$ cat config.mk
export PLATFORM = sky130hd
export DESIGN_NAME = mem_lane_aligner
export DESIGN_NICKNAME = d
export VERILOG_FILES = /design/src/rtl/mem_lane_pkg.sv /design/src/rtl/lane_cmd_decode.sv /design/src/rtl/store_lane_pack.sv /design/src/rtl/load_lane_extract.sv /design/src/rtl/mem_lane_aligner.sv
export SDC_FILE = /design/constraint.sdc
export NUM_CORES = 1
export LEC_CHECK = 0
export ABC_CLOCK_PERIOD_IN_PS = 2400
export BUFFER_PORTS_ARGS = -buffer_cell sky130_fd_sc_hd__buf_2
export CORE_MARGIN = 4
export CORE_UTILIZATION = 35
export DETAILED_ROUTE_END_ITERATION = 16
export PLACE_DENSITY = 0.72
export SLEW_MARGIN = 10
export SYNTH_ARGS = -nofsm -noshare
export SYNTH_HDL_FRONTEND = slang
export SYNTH_SLANG_ARGS = --single-unit
$ cat constraint.sdc
create_clock -name clk -period 2.4 [get_ports clk]
set_clock_uncertainty 0.15 [all_clocks]
set_input_delay 0 -clock clk [delete_from_list [all_inputs] [get_ports clk]]
set_output_delay 0 -clock clk [all_outputs]
set_load 0.01 [all_outputs]
$ cat src/rtl/mem_lane_pkg.sv
package mem_lane_pkg;

    localparam int WORD_W     = 32;
    localparam int LANE_W     = 8;
    localparam int LANES      = WORD_W / LANE_W;
    localparam int OFF_W      = $clog2(LANES);
    localparam int OPC_W      = 6;

    localparam logic [OPC_W-1:0] OPC_LD_S8  = 6'd32;
    localparam logic [OPC_W-1:0] OPC_LD_S16 = 6'd33;
    localparam logic [OPC_W-1:0] OPC_LD_32  = 6'd35;
    localparam logic [OPC_W-1:0] OPC_LD_U8  = 6'd36;
    localparam logic [OPC_W-1:0] OPC_LD_U16 = 6'd37;
    localparam logic [OPC_W-1:0] OPC_ST_8   = 6'd40;
    localparam logic [OPC_W-1:0] OPC_ST_16  = 6'd41;
    localparam logic [OPC_W-1:0] OPC_ST_32  = 6'd43;

    typedef enum logic [1:0] {
        SZ_BYTE = 2'd0,
        SZ_HALF = 2'd1,
        SZ_WORD = 2'd2
    } acc_size_e;

    typedef enum logic [2:0] {
        ST_IDLE    = 3'd0,
        ST_ISSUE   = 3'd1,
        ST_WAIT_RD = 3'd2,
        ST_RESP    = 3'd3,
        ST_ERR     = 3'd4
    } lane_state_e;

    typedef struct packed {
        logic      legal;
        logic      store;
        logic      sext;
        acc_size_e size;
    } acc_cmd_t;

endpackage

$ cat src/rtl/lane_cmd_decode.sv
module lane_cmd_decode
    import mem_lane_pkg::*;
(
    input  logic [OPC_W-1:0] op,
    input  logic [OFF_W-1:0] off,
    output acc_cmd_t         cmd,
    output logic             misaligned
);

    always_comb begin
        cmd = '{legal: 1'b1, store: 1'b0, sext: 1'b0, size: SZ_WORD};
        unique case (op)
            OPC_LD_S8:  begin cmd.size = SZ_BYTE; cmd.sext = 1'b1; end
            OPC_LD_S16: begin cmd.size = SZ_HALF; cmd.sext = 1'b1; end
            OPC_LD_32:  begin cmd.size = SZ_WORD; end
            OPC_LD_U8:  begin cmd.size = SZ_BYTE; end
            OPC_LD_U16: begin cmd.size = SZ_HALF; end
            OPC_ST_8:   begin cmd.size = SZ_BYTE; cmd.store = 1'b1; end
            OPC_ST_16:  begin cmd.size = SZ_HALF; cmd.store = 1'b1; end
            OPC_ST_32:  begin cmd.size = SZ_WORD; cmd.store = 1'b1; end
            default:    begin cmd.legal = 1'b0; end
        endcase
    end

    always_comb begin
        unique case (cmd.size)
            SZ_HALF: misaligned = off[0];
            SZ_WORD: misaligned = |off;
            default: misaligned = 1'b0;
        endcase
    end

endmodule

$ cat src/rtl/store_lane_pack.sv
module store_lane_pack
    import mem_lane_pkg::*;
(
    input  acc_size_e          size,
    input  logic [OFF_W-1:0]   off,
    input  logic [WORD_W-1:0]  src,
    output logic [LANES-1:0]   be,
    output logic [WORD_W-1:0]  wdata
);

    localparam int HALF_LANES = LANES / 2;

    for (genvar i = 0; i < LANES; i++) begin : g_lane
        // enable bit i holds address offset LANES-1-i (big-endian)
        localparam logic [OFF_W-1:0] LANE_OFF = OFF_W'(LANES - 1 - i);
        localparam bit HI_HALF = (i >= HALF_LANES);
        logic             hit;
        logic [LANE_W-1:0] byte_src;

        always_comb begin
            unique case (size)
                SZ_BYTE: begin
                    hit      = (off == LANE_OFF);
                    byte_src = src[LANE_W-1:0];
                end
                SZ_HALF: begin
                    hit      = (off[OFF_W-1] == !HI_HALF);
                    byte_src = src[(i % 2)*LANE_W +: LANE_W];
                end
                default: begin
                    hit      = 1'b1;
                    byte_src = src[i*LANE_W +: LANE_W];
                end
            endcase
        end

        assign be[i]                     = hit;
        assign wdata[i*LANE_W +: LANE_W] = hit ? byte_src : '0;
    end

endmodule

$ cat src/rtl/load_lane_extract.sv
module load_lane_extract
    import mem_lane_pkg::*;
(
    input  acc_size_e          size,
    input  logic               sext,
    input  logic [OFF_W-1:0]   off,
    input  logic [WORD_W-1:0]  word,
    output logic [WORD_W-1:0]  result
);

    localparam int HALF_W = 2 * LANE_W;

    logic [LANE_W-1:0] sel_b;
    logic [HALF_W-1:0] sel_h;

    always_comb begin
        sel_b = '0;
        for (int k = 0; k < LANES; k++) begin
            if (off == OFF_W'(k)) begin
                sel_b = word[(LANES-1-k)*LANE_W +: LANE_W];
            end
        end
        sel_h = off[OFF_W-1] ? word[HALF_W-1:0] : word[WORD_W-1 -: HALF_W];
    end

    always_comb begin
        unique case (size)
            SZ_BYTE: result = {{(WORD_W-LANE_W){sext & sel_b[LANE_W-1]}}, sel_b};
            SZ_HALF: result = {{(WORD_W-HALF_W){sext & sel_h[HALF_W-1]}}, sel_h};
            default: result = word;
        endcase
    end

endmodule

$ cat src/rtl/mem_lane_aligner.sv
module mem_lane_aligner
    import mem_lane_pkg::*;
#(
    parameter int ADDR_W = 32
) (
    input  logic              clk,
    input  logic              rst_n,
    input  logic              req_valid,
    output logic              req_ready,
    input  logic [5:0]        req_op,
    input  logic [ADDR_W-1:0] req_addr,
    input  logic [31:0]       req_src,
    output logic              mem_req,
    input  logic              mem_ready,
    output logic              mem_we,
    output logic [ADDR_W-1:0] mem_addr,
    output logic [3:0]        mem_be,
    output logic [31:0]       mem_wdata,
    input  logic              mem_rvalid,
    input  logic [31:0]       mem_rdata,
    output logic              ld_valid,
    output logic [31:0]       ld_data,
    output logic              err
);

    lane_state_e       state_q, state_d;
    acc_cmd_t          dec_cmd, cmd_q;
    logic              dec_misaligned;
    logic [ADDR_W-1:0] addr_q;
    logic [WORD_W-1:0] src_q;
    logic [WORD_W-1:0] ld_q;
    logic [LANES-1:0]  pk_be;
    logic [WORD_W-1:0] pk_wdata;
    logic [WORD_W-1:0] ext_data;
    logic              take_req;
    logic              capture_rd;

    lane_cmd_decode u_dec (
        .op         (req_op),
        .off        (req_addr[OFF_W-1:0]),
        .cmd        (dec_cmd),
        .misaligned (dec_misaligned)
    );

    store_lane_pack u_pack (
        .size  (cmd_q.size),
        .off   (addr_q[OFF_W-1:0]),
        .src   (src_q),
        .be    (pk_be),
        .wdata (pk_wdata)
    );

    load_lane_extract u_ext (
        .size   (cmd_q.size),
        .sext   (cmd_q.sext),
        .off    (addr_q[OFF_W-1:0]),
        .word   (mem_rdata),
        .result (ext_data)
    );

    assign take_req   = (state_q == ST_IDLE) && req_valid;
    assign capture_rd = mem_rvalid &&
                        (((state_q == ST_ISSUE) && mem_ready && !cmd_q.store) ||
                         (state_q == ST_WAIT_RD));

    // next-state logic
    always_comb begin
        state_d = state_q;
        unique case (state_q)
            ST_IDLE: begin
                if (req_valid) begin
                    if (!dec_cmd.legal || dec_misaligned) state_d = ST_ERR;
                    else                                  state_d = ST_ISSUE;
                end
            end
            ST_ISSUE: begin
                if (mem_ready) begin
                    if (cmd_q.store)     state_d = ST_IDLE;
                    else if (mem_rvalid) state_d = ST_RESP;
                    else                 state_d = ST_WAIT_RD;
                end
            end
            ST_WAIT_RD: begin
                if (mem_rvalid) state_d = ST_RESP;
            end
            ST_RESP: state_d = ST_IDLE;
            ST_ERR:  state_d = ST_IDLE;
            default: state_d = ST_IDLE;
        endcase
    end

    // state register
    always_ff @(posedge clk or negedge rst_n) begin
        if (!rst_n) state_q <= ST_IDLE;
        else        state_q <= state_d;
    end

    // request and load-data registers
    always_ff @(posedge clk or negedge rst_n) begin
        if (!rst_n) begin
            cmd_q  <= '{legal: 1'b0, store: 1'b0, sext: 1'b0, size: SZ_WORD};
            addr_q <= '0;
            src_q  <= '0;
            ld_q   <= '0;
        end else begin
            if (take_req) begin
                cmd_q  <= dec_cmd;
                addr_q <= req_addr;
                src_q  <= req_src;
            end
            if (capture_rd) begin
                ld_q <= ext_data;
            end
        end
    end

    // outputs
    always_comb begin
        req_ready = 1'b0;
        mem_req   = 1'b0;
        mem_we    = 1'b0;
        mem_addr  = '0;
        mem_be    = '0;
        mem_wdata = '0;
        ld_valid  = 1'b0;
        ld_data   = '0;
        err       = 1'b0;
        unique case (state_q)
            ST_IDLE: req_ready = 1'b1;
            ST_ISSUE: begin
                mem_req  = 1'b1;
                mem_we   = cmd_q.store;
                mem_addr = {addr_q[ADDR_W-1:OFF_W], {OFF_W{1'b0}}};
                if (cmd_q.store) begin
                    mem_be    = pk_be;
                    mem_wdata = pk_wdata;
                end
            end
            ST_WAIT_RD: ;
            ST_RESP: begin
                ld_valid = 1'b1;
                ld_data  = ld_q;
            end
            ST_ERR: err = 1'b1;
            default: ;
        endcase
    end

endmodule

==> flow_summary.json <==
{
  "status": "completed",
  "critical_path.startpoint_type": "flip-flop",
  "power.share.combinational_pct": 37.3,
  "yosysTopAreaCellShare_pct": 46.9,
  "period_minus_slack_ns": 2.17,
  "syn2layout_area_growth_pct": 50.1,
  "p_leak_nw": 4.44,
  "instances_no_fill": 1162,
  "clk-insertion-delay-late_ns": 0.35,
  "clockBufferDepth": 2,
  "ys_types": 42,
  "maxCapViolCount": 0,
  "antenna_found_initial": 1,
  "p_int_mw": 4.52,
  "rsz0062_at_grt": "false",
  "nets": 1075,
  "crit_path_end_kind": "flip-flop",
  "max_freq_mhz": 460,
  "detailed_place_hpwl_microns": 12300,
  "worstHoldPathType": "input port to async pin",
  "path_max_fanout": 17,
  "place_inst": 1037,
  "layout_common_cells": "nand2_1 (263), buf_2 (208), dlygate4sd3_1 (107)",
  "cellPowerDensity_mw_per_mm2": 892,
  "worst_pin_slew_ns": 0.573,
  "wirelength_microns": 18700,
  "required_ns": 2.54,
  "cts_sinks": 103,
  "cts_setup_buffers": 0,
  "cts_tree": "yes",
  "grt_max_degree": 54,
  "place_ws_ns": 0.329,
  "syn_inst": 664,
  "yosys_warnings": 0,
  "synth_area_sq_mm": 0.00544,
  "yosysTopAreaCell": "dfrtp_1",
  "row_count": 45,
  "ios": 212,
  "fin_tns_setup_ns": 0,
  "drive_gt1_share_pct": 28.5,
  "async_flop_share_pct": 100,
  "vias_per_cell": 4.97,
  "seq_power_share_pct": 41.9,
  "die_x_microns": 133,
  "root_buffer": "clkbuf_16",
  "vias": 5775,
  "clkTransAtPathRegs_ns": 0.08,
  "die_h_microns": 133,
  "portBuffers": 209,
  "first_pass_iters": 5,
  "irDropWorstVdd_mv": 0.661,
  "synth_edf_count": 0,
  "remaining_drc_errors": 0,
  "cp.arrival_ns": 2.31,
  "worstSetupPathType": "flip-flop to flip-flop",
  "start_util_pct": 35.8,
  "h-tree-depth": 3,
  "syn_area_per_cell_sq_um": 8.19,
  "worstRegToRegCells": 4,
  "wl_per_cell_microns": 16.1,
  "ys_top_cells_by_area": "dfrtp_1 (47%), nand2_1 (18%), and2_1 (8.2%)",
  "final_common_cell": "nand2_1",
  "setup_viol": 0,
  "place_congestion": 0.846,
  "track_usage_pct": 21.2,
  "cts-buffers-inserted": 9,
  "die_area_sq_mm": 0.0176,
  "p_sw_mw": 2.77,
  "synth-main-ff-cell": "dfrtp_1",
  "grt_overflow": 0,
  "first_iter_violations": 276,
  "post-route-period-util_pct": 90.5,
  "fin_ws_ns": 0.227,
  "ys_ff_latch": 103,
  "grt_pass1_vias": 6103,
  "detail-route-antenna-nets": 0,
  "p_sw_share_pct": 38.0,
  "p_clk_share_pct": 20.8,
  "design.core.area_sq_mm": 0.0152,
  "grt_pass1_wl_microns": 30400,
  "slew_headroom_pct": 61.7,
  "maxSlewViolCount": 0,
  "hold_violations": 0,
  "ys_seq_area_share_pct": 47.4
}
-- synth_stat cells (4+ instances only) --
library cell  number
mux2i_1           17
o211ai_2          10
nor2b_1            5
inv_1              5
dfrtp_1          102
a21oi_1           27
o21ai_0           11
a22o_1             8
nor2_1            39
o211ai_1           6
and2_1            71
mux2_2             7
clkbuf_1          38
nand2_1          264
buf_2              4
a222oi_1           7
o31ai_1            7
-- power by group through the flow --
stage | registers [mW] | clock network, mW | logic [mW]
floorplan | 2.87 | 0 | 1.84
global placement | 3.03 | 0 | 2.49
detailed placement | 3.08 | 0 | 2.55
CTS | 3.05 | 1.55 | 2.70
global route | 3.16 | 1.61 | 3.07
finish | 3.05 | 1.52 | 2.72
-- sequential cells by signal (all words and copies together) (netlist names) --
signal and cells:
ld_q 32, addr_q 32, state_q 3, src_q 32, cmd_q 4
-- metal layers --
layer | GRT usage (%) | share of wire, % | up-vias
li1 | - | - | 2766
met1 | 25.3 | 40 | 2710
met2 | 37.0 | 51 | 256
met3 | 5.36 | 6.3 | 43
met4 | 7.68 | 2.9 | 0
met5 | 0 | 0 | -
-- final timing paths --
kind | from | end | slack [ns]
max | state_q[2] | cmd_q[3] | 0.23
min reg2reg | addr_q[23] | addr_q[23] | 0.32
min | rst_n | ld_q[4] | 0.04
max in group asynchronous | rst_n | src_q[14] | 1.72
max reg2reg | state_q[2] | cmd_q[3] | 0.23
min in group clk | req_op[1] | state_q[0] | 0.11
-- through the flow --
stage / utilization, % / area (sq um) / power (mW) / hold slack [ns]
after floorplan: - / 5450 / 4.71 / -0.446
after global placement: 44.5 / 6760 / 5.52 / -0.197
after detailed placement: 44.5 / 6760 / 5.63 / -0.196
after CTS: 53.5 / 8140 / 7.30 / 0.0203
after global routing: 53.7 / 8170 / 7.84 / 0.0441
final: 53.7 / 8170 / 7.29 / 0.0354
-- worst max-delay path, cell delays in order (launching register included) --
cell           delay [ns]
dfrtp_1              0.45
nor3_2               0.34
nand2_4              0.22
o41ai_1              0.37
dlygate4sd3_1        0.58
-- cell families (layout without fill, tap and decap cells) --
| logic type | after synthesis | after routing | synth area share (%) |
|---|---|---|---|
| and+or+nand+nor | 393 | 393 | 31.5 |
| DFF | 103 | 103 | 47.4 |
| AOI/OAI and AO/OA | 90 | 90 | 12.0 |
| buffers and inverters | 52 | 360 | 4.02 |
| muxes | 25 | 25 | 4.99 |
| other | 1 | 3 | 0.0689 |
-- layout make-up --
class | count | area [sq um]
antenna | 1 | 2.50
clock buffer | 10 | 229
clock inverter | 6 | 68.8
fill | 1340 | 7030
inverter | 6 | 22.5
multi-input combinational | 510 | 2690
sequential | 103 | 2580
tap | 188 | 235
timing repair buffer | 338 | 2350
-- timing repair --
item	in CTS	in global routing
endpoints found under the setup margin	0	5
hold endpoints to repair	204	9
gates resized for setup	0	4
hold buffers	107	1
Power figures use the tool's default switching activity.
